## src/rtl/sdiv_pkg.sv

```systemverilog
package sdiv_pkg;
  typedef enum logic [1:0] {
    ST_IDLE = 2'd0,
    ST_RUN  = 2'd1,
    ST_FIX  = 2'd2
  } sdiv_state_e;

  typedef enum logic {
    MODE_RESTORE    = 1'b0,
    MODE_NONRESTORE = 1'b1
  } sdiv_mode_e;
endpackage

```

## src/rtl/sdiv_step.sv

```systemverilog
module sdiv_step #(
  parameter int W = 8
) (
  input  logic [W:0]   acc_i,
  input  logic [W-1:0] quo_i,
  input  logic [W-1:0] dvs_i,
  input  logic         nonrest_i,
  output logic [W:0]   acc_o,
  output logic [W-1:0] quo_o,
  output logic         neg_o
);
  localparam int EW = W + 2;

  logic [EW-1:0] sh, dvs_x, sum, dif, pick;
  logic          q_bit;
  logic [W:0]    quo_ext;

  always_comb begin
    // 2*acc + next dividend bit, exact in EW signed bits
    sh    = {acc_i, quo_i[W-1]};
    dvs_x = {2'b00, dvs_i};
    sum   = sh + dvs_x;
    dif   = sh - dvs_x;
    if (nonrest_i) begin
      pick  = acc_i[W] ? sum : dif;
      acc_o = pick[W:0];
      q_bit = ~pick[EW-1];
    end else begin
      pick  = dif;
      q_bit = ~dif[EW-1];
      acc_o = dif[EW-1] ? sh[W:0] : dif[W:0];
    end
    neg_o   = acc_o[W];
    quo_ext = {quo_i, q_bit};
    quo_o   = quo_ext[W-1:0];
  end
endmodule

```

## src/rtl/sdiv_ctrl.sv

```systemverilog
module sdiv_ctrl
  import sdiv_pkg::*;
#(
  parameter int W = 8
) (
  input  logic clk_i,
  input  logic rst_ni,
  input  logic start_i,
  input  logic dvs_zero_i,
  input  logic nonrest_i,
  input  logic last_neg_i,
  output logic load_o,
  output logic step_o,
  output logic fix_o,
  output logic busy_o,
  output logic done_o
);
  localparam int CW = $clog2(W + 1);
  localparam logic [CW-1:0] CNT_INIT = CW'(W);
  localparam logic [CW-1:0] CNT_LAST = CW'(1);

  sdiv_state_e   state_q;
  logic [CW-1:0] cnt_q;
  logic          done_q;

  assign load_o = (state_q == ST_IDLE) && start_i;
  assign step_o = (state_q == ST_RUN);
  assign fix_o  = (state_q == ST_FIX);
  assign busy_o = (state_q != ST_IDLE);
  assign done_o = done_q;

  always_ff @(posedge clk_i or negedge rst_ni) begin
    if (!rst_ni) begin
      state_q <= ST_IDLE;
      cnt_q   <= '0;
      done_q  <= 1'b0;
    end else begin
      done_q <= 1'b0;
      unique case (state_q)
        ST_IDLE: if (start_i) begin
          if (dvs_zero_i) begin
            done_q <= 1'b1;
          end else begin
            state_q <= ST_RUN;
            cnt_q   <= CNT_INIT;
          end
        end
        ST_RUN: begin
          cnt_q <= cnt_q - 1'b1;
          if (cnt_q == CNT_LAST) begin
            if (nonrest_i && last_neg_i) begin
              state_q <= ST_FIX;
            end else begin
              state_q <= ST_IDLE;
              done_q  <= 1'b1;
            end
          end
        end
        ST_FIX: begin
          state_q <= ST_IDLE;
          done_q  <= 1'b1;
        end
        default: state_q <= ST_IDLE;
      endcase
    end
  end


  cnt_live_chk: assert property (@(posedge clk_i) disable iff (!rst_ni)
    (state_q == ST_RUN) |-> (cnt_q != '0));

  fix_mode_chk: assert property (@(posedge clk_i) disable iff (!rst_ni)
    (state_q == ST_FIX) |-> nonrest_i);

  fix_once_chk: assert property (@(posedge clk_i) disable iff (!rst_ni)
    (state_q == ST_FIX) |=> (state_q == ST_IDLE) && done_q);

  done_pulse_chk: assert property (@(posedge clk_i) disable iff (!rst_ni)
    done_q |=> !done_q);
endmodule

```

## src/rtl/seq_divider.sv

```systemverilog
module seq_divider
  import sdiv_pkg::*;
#(
  parameter int W = 8
) (
  input  logic         clk_i,
  input  logic         rst_ni,
  input  logic         start_i,
  input  logic         mode_i,
  input  logic [W-1:0] dividend_i,
  input  logic [W-1:0] divisor_i,
  output logic [W-1:0] quotient_o,
  output logic [W-1:0] remainder_o,
  output logic         div_zero_o,
  output logic         done_o
);
  logic [W:0]   acc_q, acc_nx;
  logic [W-1:0] quo_q, quo_nx, dvs_q;
  logic         nonrest_q, dz_q;
  logic         load, step, fix, busy, last_neg;
  logic         dvs_zero;

  assign dvs_zero = (divisor_i == '0);

  sdiv_step #(.W(W)) u_step (
    .acc_i     (acc_q),
    .quo_i     (quo_q),
    .dvs_i     (dvs_q),
    .nonrest_i (nonrest_q),
    .acc_o     (acc_nx),
    .quo_o     (quo_nx),
    .neg_o     (last_neg)
  );

  sdiv_ctrl #(.W(W)) u_ctrl (
    .clk_i      (clk_i),
    .rst_ni     (rst_ni),
    .start_i    (start_i),
    .dvs_zero_i (dvs_zero),
    .nonrest_i  (nonrest_q),
    .last_neg_i (last_neg),
    .load_o     (load),
    .step_o     (step),
    .fix_o      (fix),
    .busy_o     (busy),
    .done_o     (done_o)
  );

  always_ff @(posedge clk_i or negedge rst_ni) begin
    if (!rst_ni) begin
      acc_q     <= '0;
      quo_q     <= '0;
      dvs_q     <= '0;
      nonrest_q <= MODE_RESTORE;
      dz_q      <= 1'b0;
    end else if (load) begin
      nonrest_q <= mode_i;
      dvs_q     <= divisor_i;
      dz_q      <= dvs_zero;
      if (dvs_zero) begin
        acc_q <= {1'b0, dividend_i};
        quo_q <= '1;
      end else begin
        acc_q <= '0;
        quo_q <= dividend_i;
      end
    end else if (step) begin
      acc_q <= acc_nx;
      quo_q <= quo_nx;
    end else if (fix) begin
      acc_q <= acc_q + {1'b0, dvs_q};
    end
  end

  assign quotient_o  = quo_q;
  assign remainder_o = acc_q[W-1:0];
  assign div_zero_o  = dz_q;


  rest_nonneg_chk: assert property (@(posedge clk_i) disable iff (!rst_ni)
    (busy && (nonrest_q == MODE_RESTORE)) |-> !acc_q[W]);

  rem_bound_chk: assert property (@(posedge clk_i) disable iff (!rst_ni)
    (done_o && !div_zero_o) |-> (!acc_q[W] && (remainder_o < dvs_q)));

  dz_result_chk: assert property (@(posedge clk_i) disable iff (!rst_ni)
    (done_o && div_zero_o) |-> (quotient_o == '1));

  busy_ignore_chk: assert property (@(posedge clk_i) disable iff (!rst_ni)
    (busy && start_i) |=> ($stable(dvs_q) && $stable(nonrest_q)));

  hold_chk: assert property (@(posedge clk_i) disable iff (!rst_ni)
    (!busy && !start_i && !done_o) |=>
      ($stable(quotient_o) && $stable(remainder_o) && $stable(div_zero_o)));
endmodule

```

## config.mk

```make
export PLATFORM = sky130hd
export DESIGN_NAME = seq_divider
export DESIGN_NICKNAME = d
export VERILOG_FILES = /design/src/rtl/sdiv_pkg.sv /design/src/rtl/sdiv_step.sv /design/src/rtl/sdiv_ctrl.sv /design/src/rtl/seq_divider.sv
export SDC_FILE = /design/constraint.sdc
export NUM_CORES = 1
export LEC_CHECK = 0
export BUFFER_PORTS_ARGS = -buffer_cell sky130_fd_sc_hd__clkbuf_2
export CAP_MARGIN = 20
export CORE_MARGIN = 2
export CORE_UTILIZATION = 43
export CTS_BUF_LIST = sky130_fd_sc_hd__clkbuf_2 sky130_fd_sc_hd__clkbuf_4 sky130_fd_sc_hd__clkbuf_8
export DETAILED_ROUTE_END_ITERATION = 6
export GPL_TIMING_DRIVEN = 0
export SLEW_MARGIN = 20
export SYNTH_ARGS = -nofsm -noshare
export SYNTH_HDL_FRONTEND = slang
export SYNTH_SLANG_ARGS = --single-unit
```

## constraint.sdc

```tcl
create_clock -name clk_i -period 2.1 [get_ports clk_i]
set_input_delay 0 -clock clk_i [delete_from_list [all_inputs] [get_ports clk_i]]
set_output_delay 0 -clock clk_i [all_outputs]
set_load 0.05 [all_outputs]
```

==> Word level (Yosys, flattened, before mapping) <==
Cells that the tools add are included.
{ "totals": {"ff_bits": 34, "in_bits": 20, "word_cells": 53} }
{ "classes": {"add_sub_neg": 4, "n_eq_ne": 6, "muxes": 24, "bitwise": 2, "reduce_logical": 9} }
{ "op_table": {"columns": ["operator", "count"], "rows": [
  ["$mux 9", 5],
  ["$mux 8", 4],
  ["$add 10x8->10", 1],
  ["$mux 10", 1],
  ["$sub 10x8->10", 1],
  ["$add 9x8->9", 1],
  ["$logic_not 8->1", 1],
  ["$mux 2", 4],
  ["$mux 4", 2],
  ["$pmux 4 s2", 1],
  ["$reduce_and 3->1", 2],
  ["$mux 1", 5],
  ["$eq 4x1->1 const B", 1],
  ["$ne 2x2->1 const B", 2],
  ["$pmux 2 s2", 1],
  ["$reduce_bool 2->1", 2],
  ["$sub 4x1->4 const B", 1],
  ["$pmux 1 s3", 1],
  ["$reduce_bool 3->1", 1],
  ["$eq 2x1->1 const B", 1],
  ["$eq 2x2->1 const B", 1],
  ["$logic_and 1x1->1", 2],
  ["$logic_not 2->1", 1],
  ["$ne 2x1->1 const B", 1],
  ["$not 1->1", 2]
]} }

==> Logic depth before layout (Yosys ltp) <==
Gate-level depths: netlist of the first run.
{ "logic_depth": {"ltp_word": 7, "depth_mapped": 10} }

==> Modules after synthesis <==
From an unflattened synthesis of the first run, not the netlist that was laid out.
{ "unflattened": {"cells_unflattened": 360, "area_unflattened_um2": 3269.4} }
{ "modules_own_cells": {"columns": ["module", "instances", "cells_per_inst", "area_per_inst_um2", "seq_area_each_um2"], "rows": [
  ["seq_divider", 1, 169, 1699.1, 675.6],
  ["sdiv_step", 1, 156, 1204.9, 0.0],
  ["sdiv_ctrl", 1, 35, 365.4, 175.2]
]} }

==> Worst setup path before layout of the first run <==
No wires, ideal clock.
{ "synth_timing": {"kind": "register to register", "from": "register quo_q[7], in the netlist quotient_o[7]", "to": "register u_ctrl.done_q, in the netlist u_ctrl.done_o", "setup_ps": 126, "arrival_ps": 2529, "setup_slack_ps": -555, "path_stages_with_launch": 11, "n_path_buf": 0, "synth_period_minus_slack_ps": 2655, "path_cell_list": "dfrtp_1 -> ha_1 -> inv_1 -> fa_1 -> or2_0 -> a221oi_2 -> o221ai_1 -> o21ai_1 -> xor2_1 -> nand2_1 -> a311o_1"} }
{ "synth_via": {"elab_chain_cells": 7, "word_cells_on_any_way": 9} }
{ "synth_lines": {"columns": ["item", "line", "rtl"], "rows": [
  ["start: declaration", "seq_divider.sv:18", "logic [W-1:0] quo_q, quo_nx, dvs_q;"],
  ["start signal: assignment", "seq_divider.sv:65", "quo_q <= dividend_i;"],
  ["start signal: assignment", "seq_divider.sv:69", "quo_q <= quo_nx;"],
  ["$sub 10x8->10 or $add 10x8->10 (tied branches)", "sdiv_step.sv:23, sdiv_step.sv:22", null],
  ["$mux 9 or $mux 10 (tied branches)", "sdiv_step.sv:31, sdiv_step.sv:25", null],
  ["$mux 9 *", "sdiv_step.sv:24", "if (nonrest_i) begin"],
  ["$logic_and 1x1->1 *", "sdiv_ctrl.sv:51", "if (nonrest_i && last_neg_i) begin"],
  ["$mux 1 *", "sdiv_ctrl.sv:51", null],
  ["$mux 1 *", "sdiv_ctrl.sv:50", "if (cnt_q == CNT_LAST) begin"],
  ["$pmux 1 s3 *", "sdiv_ctrl.sv:39", "unique case (state_q)"],
  ["end signal: assignment", "sdiv_ctrl.sv:38", "done_q <= 1'b0;"],
  ["end signal: assignment", "sdiv_ctrl.sv:42", "done_q <= 1'b1;"],
  ["end signal: assignment", "sdiv_ctrl.sv:55", "done_q <= 1'b1;"],
  ["end: declaration", "sdiv_ctrl.sv:24", "logic done_q;"]
]} }
Mark *: on every way between the ends. The rest lies on a longest branch, timed or not.
A chain may end at the register's enable or synchronous reset.

==> Worst setup path in the final report of the first run <==
Same ends and word-level chain as after synthesis.

==> impl_results.md, run 1 <==
- Status: finished, violations left
- Failing checks: negative hold slack, negative setup slack
- Setup TNS: -3580 ps
- Gpl congestion: 0.849
- Max stage delay on crit path: between 400 and 500 ps
- Antenna violations before repair: 0
- Core area: 0.00714 mm2
- RSZ-0062 raised after global routing: true
- Post-synth EDFFs: 0
- CTS tree: done
- Worst rel slew slack: 0.417
- Layout Skew: approximately 8.1 ps
- Critical path type: register to register
- Dpl hpwl: 6750 um
- Finish-stage setup viols: 12
- Pre-CTS setup slack: -655 ps
- Delay-heaviest family, CP: compound AO/OA/AOI/OAI gates
- Final Hold Viols: 1
- Storage element area: 862 um2
- R2R setup slack: -470 ps
- Yosys warns: 0
- TritonCTS Buffers: 5
- Design Area, Final: about 0.004 mm2
- Synth Cell Area: 0.00311 mm2
- Drc violations: 0
- Initial Util: 0.436
- Vias in the first global route: 2,814
- CTS H-tree depth: 2
- Commonest cells post-synth: dfrtp_1 (34), nand2_1 (32), nor2_1 (28), ha_1 (26), inv_1 (26)
- Period utilisation layout: 1.22
- Seq cells post-synth: 34
- Area of the multi-input gates: between 0.002 and 0.0025 mm2
- Syn Nets: between 400 and 500
- Post-route ant nets: 0
- Max cap viols: 0
- Synthesized area per cell: between 8 and 9 um2
- CP Data Arrival Time: 2750 ps
- Top_reg_cell synth: dfrtp_1
- Worst path required time: 2270 ps
- Synth unique cells: 67
- Critical path buffers and inverters: 1
- # clock sinks: 34
- Clock buffer depth: 2
- WL met2: 4500 um
- Die Area: around 0.008 mm2
- Synth top area cells: dfrtp_1 (27%), ha_1 (10%), xnor2_1 (3.9%)
- IO buf count: 37
- Avg Vias per Cell: 5.62
- DRT Pass-1 Iters: 7
- Worst skew pair latency: a little under 300 ps
- First-pass GRT wire length: 14,400 um
- Setup ws final: -472 ps
- Crit-path cells: ha_4 > inv_2 > fa_2 > or2_4 > a221oi_4 > o221ai_1 > o21ai_1 > xor2_1 > nand2_1 > a311o_1
- Fin crit period: around 2600 ps
- DR WL/cell: 17.4 um
- Layout cells sized above 1: 0.345
- Top-area cell type share of the netlist area: 0.274
- Gr usage total: 0.240
- Largest net degree at the start of global routing: 35
- Highest Signal Layer: met4
- Crit path launch type: register
- Vias: 3,018
- Max Clk Rate: 389 MHz
- Placed Area: 0.00345 mm2
- Worst Tran Pin Value: a little under 900 ps
- Nets@finish: roughly 490
- Final WL: 9330 um
- Post-Synthesis Cells: 358
- Ant. Diodes: 0
- 1st-iter DRT viols: 236
- Row Count: 31
- Setup crit end kind: register
- Sequential area share after synthesis: 0.274
- Yosys top cell by area: dfrtp_1
- Layout area overhead: 32.3%
- WL met3: around 330 um
- Final Hold Slack: -0.119 ps
- Most frequent cell after synthesis: dfrtp_1
- Asr flop ratio synth: 1.00
- Reg clk slew, reported paths: 80 ps
- Grt ovf: 0
- Worst path slowest cell: dfrtp_2
- Met1 wire length: 4290 um
- CTS Root Cell: clkbuf_8
- Critical path peak fanout: 3
- I/O pin total: 38
- FILL cells: 684
- Worst min path class: primary input to register
- Die Y-Extent: just under 90 um
- Die W: 89.1 um
- Slew Limit Fails: 0
## layout make-up
type | count | share of cell area
clock inverters | 1 | 0.00729
repair buffers | 72 | 0.121
clock buffers | 7 | 0.0219
inverters | 26 | 0.0237
flip-flops and latches | 34 | 0.209
well taps | 99 | 0.0301
multi-input cells | 273 | 0.551
plain buffers | 25 | 0.0356
## path summary, 6_finish.rpt
kind | start | end | cells after the start
worst max-delay path | quotient_o[7] | u_ctrl.done_o | 10
worst min-delay path | dividend_i[1] | acc_q[1] | 3
worst max register to register | quotient_o[7] | u_ctrl.done_o | 10
worst min register to register | div_zero_o | div_zero_o | 1
max in group asynchronous | rst_ni | dvs_q[3] | 2
min in group asynchronous | rst_ni | u_ctrl.cnt_q[1] | 2
## worst min-delay path, delay by kind of cell
kind                   cells  cell delay [ps]
AO/OA/AOI/OAI              2              140
buffers and inverters      1              110
## metal layers
metal / track usage / vias up
li1: - / 1463
met1: 0.328 / 1461
met2: 0.394 / 79
met3: 0.0314 / 15
met4: 0.0801 / 0
met5: 0 / -
## cell usage in the layout (no fill, tap or decap), types with 6 or more instances in the layout
cell type	netlist	layout
clkbuf_2	0	37
nand2_1	32	32
buf_4	9	30
nor2_1	28	27
dfrtp_1	34	25
inv_1	26	23
ha_1	26	19
o21ai_0	16	14
a21oi_1	14	14
xnor2_1	14	13
nor3_1	13	11
clkbuf_1	10	10
dlygate4sd3_1	0	10
a31oi_1	11	9
mux2_2	10	9
dfrtp_2	0	9
nand2b_1	7	7
o211ai_1	6	6
clkbuf_8	0	6
## metrics by stage
| stage | std cells | utilization |
|---|---|---|
| after global placement | 494 | 0.483 |
| final | 537 | 0.577 |
| after global routing | 537 | 0.577 |
| after floorplan | 358 | - |
| after CTS | 521 | 0.540 |
| after detailed placement | 494 | 0.483 |
## kinds of logic after synthesis
logic type | after synthesis | share of synthesized area
flops | 34 | 0.274
xor+xnor | 16 | 0.0511
simple gates | 114 | 0.189
compound gates | 100 | 0.235
buf+inv | 51 | 0.0784
mux | 14 | 0.0491
fa+ha+maj | 29 | 0.124
## sequential cells by signal, summed over array words and instances (netlist names)
name / cells
nonrest_q: 1
dvs_q: 8
u_ctrl.cnt_q: 4
acc_q: 9
div_zero_o: 1
quotient_o: 8
u_ctrl.done_o: 1
u_ctrl.state_q: 2
## timing repair
action | in CTS | in global routing
setup buffers | 9 | 17
endpoints found under the hold margin | 43 | 0
hold buffers | 10 | 0
endpoints found under the setup margin | 12 | 17
resized for setup | 27 | 29
pin swaps | 16 | 27
Power of run 1 is not shown: default switching activity piles up to over one toggle a cycle in this logic, so the estimate is an artifact.
==> run 2: changes to the inputs <==
--- a/config.mk
+++ b/config.mk
@@ -12,6 +12,8 @@
 export CTS_BUF_LIST = sky130_fd_sc_hd__clkbuf_2 sky130_fd_sc_hd__clkbuf_4 sky130_fd_sc_hd__clkbuf_8
 export DETAILED_ROUTE_END_ITERATION = 6
 export GPL_TIMING_DRIVEN = 0
+export PLACE_DENSITY = 0.66
+export SETUP_SLACK_MARGIN = 0.4
 export SLEW_MARGIN = 20
 export SYNTH_ARGS = -nofsm -noshare
 export SYNTH_HDL_FRONTEND = slang
==> run 2 against run 1 <==
The flow finishes with violations (negative setup slack); wire length down 0.33%; clock skew down 1.2 ps; first-iteration DRC count up 23%; core utilization down 1.1 points; critical path depth unchanged; final cell count down 0.74%; hold slack better by 5.4 ps; critical endpoint unchanged; via count up 0.36%; register-to-register slack worse by 20 ps; non-clock buffer count down 4.
==> impl_results.md, run 2 (synthesis gave the netlist of run 1 again) <==
- CP Data Arrival Time: 2770 ps (+20 ps)
- Critical path type: register to register
- Avg Vias per Cell: 5.68 (+1.1%)
- Gr usage total: 0.237 (-0.00312)
- RSZ-0062 raised after global routing: true
- Most common cell after layout, fill and taps aside: clkbuf_2
- Die Area: 0.00793 mm2 (unchanged)
- Setup crit end kind: register
- Fin crit period: 2600 ps (+23.5 ps)
- Antenna violations before repair: 0 (unchanged)
- Worst path required time: 2270 ps (about the same)
- Die Y-Extent: 89.1 um (unchanged)
- CTS tree: done
- Met1 wire length: 4080 um (-4.8%)
- Critical path peak fanout: 4 (+1)
- Commonest cells after routing, fill and taps aside: clkbuf_2 (41), nand2_1 (31), buf_4 (26), nor2_1 (26), inv_1 (23)
- Dpl hpwl: 6510 um (-3.5%)
- Worst rel slew slack: 0.406 (-0.0105)
- Core area: 0.00714 mm2 (unchanged)
- Row Count: 31 (unchanged)
- 1st-iter DRT viols: 290 (+23%)
- TritonCTS Buffers: 5 (unchanged)
- Biggest register: acc_q
- Vias: 3,029 (+0.36%)
- Status: finished, violations left
- Initial Util: 0.436 (unchanged)
- Layout cells sized above 1: 0.343 (-0.00143)
- Period utilisation layout: 1.24 (+0.0112)
- DRT Pass-1 Iters: 4 (-3)
- Layout area overhead: 29.8%
- First-pass GRT wire length: 14,400 um (-0.24%)
- Die W: 89.1 um (unchanged)
- Worst skew pair latency: 290 ps (about the same)
- Worst path slowest cell: dfrtp_2
- Ant. Diodes: 0 (unchanged)
- Worst min path class: primary input to register
- Vias in the first global route: 2,822 (+0.28%)
- Layout Skew: 6.92 ps (-1.17 ps)
- Nets@finish: 482 (-0.82%)
- Finished Layout Cells: 533 (-0.74%)
- Failing checks: negative setup slack
- Highest Signal Layer: met4
- Worst Tran Pin Value: 891 ps (+15.7 ps)
- Cell count after placement: 494 (unchanged)
- # clock sinks: 34 (unchanged)
- Crit-path cells: ha_4 > inv_2 > fa_2 > or2_4 > a221oi_4 > o221ai_1 > o21ai_1 > xor2_1 > nand2_1 > a311o_1
- Final WL: 9300 um (-0.33%)
- Max cap viols: 0 (unchanged)
- Max stage delay on crit path: 420 ps (about the same)
- Reg clk slew, reported paths: 70 ps (about the same)
- Slew Limit Fails: 0 (unchanged)
- WL met3: 547 um (+66%)
- Grt ovf: 0 (unchanged)
- WL met2: 4470 um (-0.60%)
- Max Clk Rate: 385 MHz (-0.91%)
- Final Hold Viols: 0 (-1)
- Clock buffer depth: 2 (unchanged)
- Post-route ant nets: 0 (unchanged)
- Crit path launch type: register
- Largest register FFs: 9 (unchanged)
- IO buf count: 37 (unchanged)
- CTS Root Cell: clkbuf_8
- Setup ws final: -495 ps (-23.5 ps)
- I/O pin total: 38 (unchanged)
- DR WL/cell: 17.4 um (+0.42%)
- Design Area, Final: 0.00404 mm2 (-1.9%)
- CTS H-tree depth: 2 (unchanged)
- Placed Area: 0.00345 mm2 (unchanged)
- Finish-stage setup viols: 12 (unchanged)
- Gpl congestion: 0.948 (+12%)
- FILL cells: 669 (-2.2%)
- Largest net degree at the start of global routing: 35 (unchanged)
- Drc violations: 0 (unchanged)
-- run 2: changes by cell type in the layout (fill, tap and decap cells not counted), sizes merged --
cell / change
clkinv: +1
buf: -5
dlygate4sd3: +1
bufinv: -1
-- run 2: timing repair --
item                       4_1_cts  5_1_grt
setup endpoints to repair       26       18
hold endpoints to repair        44        0
hold buffers                    11        0
buffers inserted                12        8
gates resized for setup         30       29
pin swaps                        7       16
-- run 2: metal layers --
| metal | track usage | vias up |
|---|---|---|
| li1 | - | 1444 |
| met5 | 0 | - |
| met4 | 0.0719 | 0 |
| met1 | 0.327 | 1450 |
| met3 | 0.0259 | 17 |
| met2 | 0.392 | 118 |
-- run 2: stage by stage --
step / util / setup WS, ps / setup TNS (ps) / hold WS, ps
floorplan: - / -342 / -2080 / -296
global placement: 0.483 / -590 / -4670 / 165
detailed placement: 0.483 / -614 / -5090 / 167
CTS: 0.539 / -468 / -3350 / 13.7
global route: 0.566 / -579 / -4500 / 22.2
finish: 0.566 / -495 / -3240 / 5.30
-- run 2: cell type report --
type                    count  area [um2]  area share
clock inverters             1        5.00     0.00124
clock buffers               7        90.1      0.0223
plain buffers              25         151      0.0375
inverters                  26        97.6      0.0242
well taps                  99         124      0.0307
repair buffers             68         457       0.113
flip-flops and latches     34         867       0.215
multi-input cells         273        2240       0.556
-- run 2: path summary, 6_finish.rpt --
kind | slack (ps) | cells past startpoint | start | end
min | 5 | 3 | dividend_i[1] | acc_q[1]
min reg2reg | 500 | 1 | div_zero_o | div_zero_o
max | -500 | 10 | quotient_o[7] | u_ctrl.done_o
min in group asynchronous | 360 | 2 | rst_ni | acc_q[7]
max in group asynchronous | 1110 | 2 | rst_ni | dvs_q[0]
max reg2reg | -500 | 10 | quotient_o[7] | u_ctrl.done_o
-- run 2: critical path, delay by kind of cell (launching register included) --
| kind | cells | cell delay, ps |
|---|---|---|
| buffers and inverters | 1 | 30 |
| xor gates and xnor gates | 1 | 310 |
| AOI/OAI and AO/OA | 4 | 860 |
| and+or+nand+nor | 2 | 380 |
| DFF | 1 | 420 |
| adders and majority gates | 2 | 490 |
Power of run 2 is left out for the same reason.
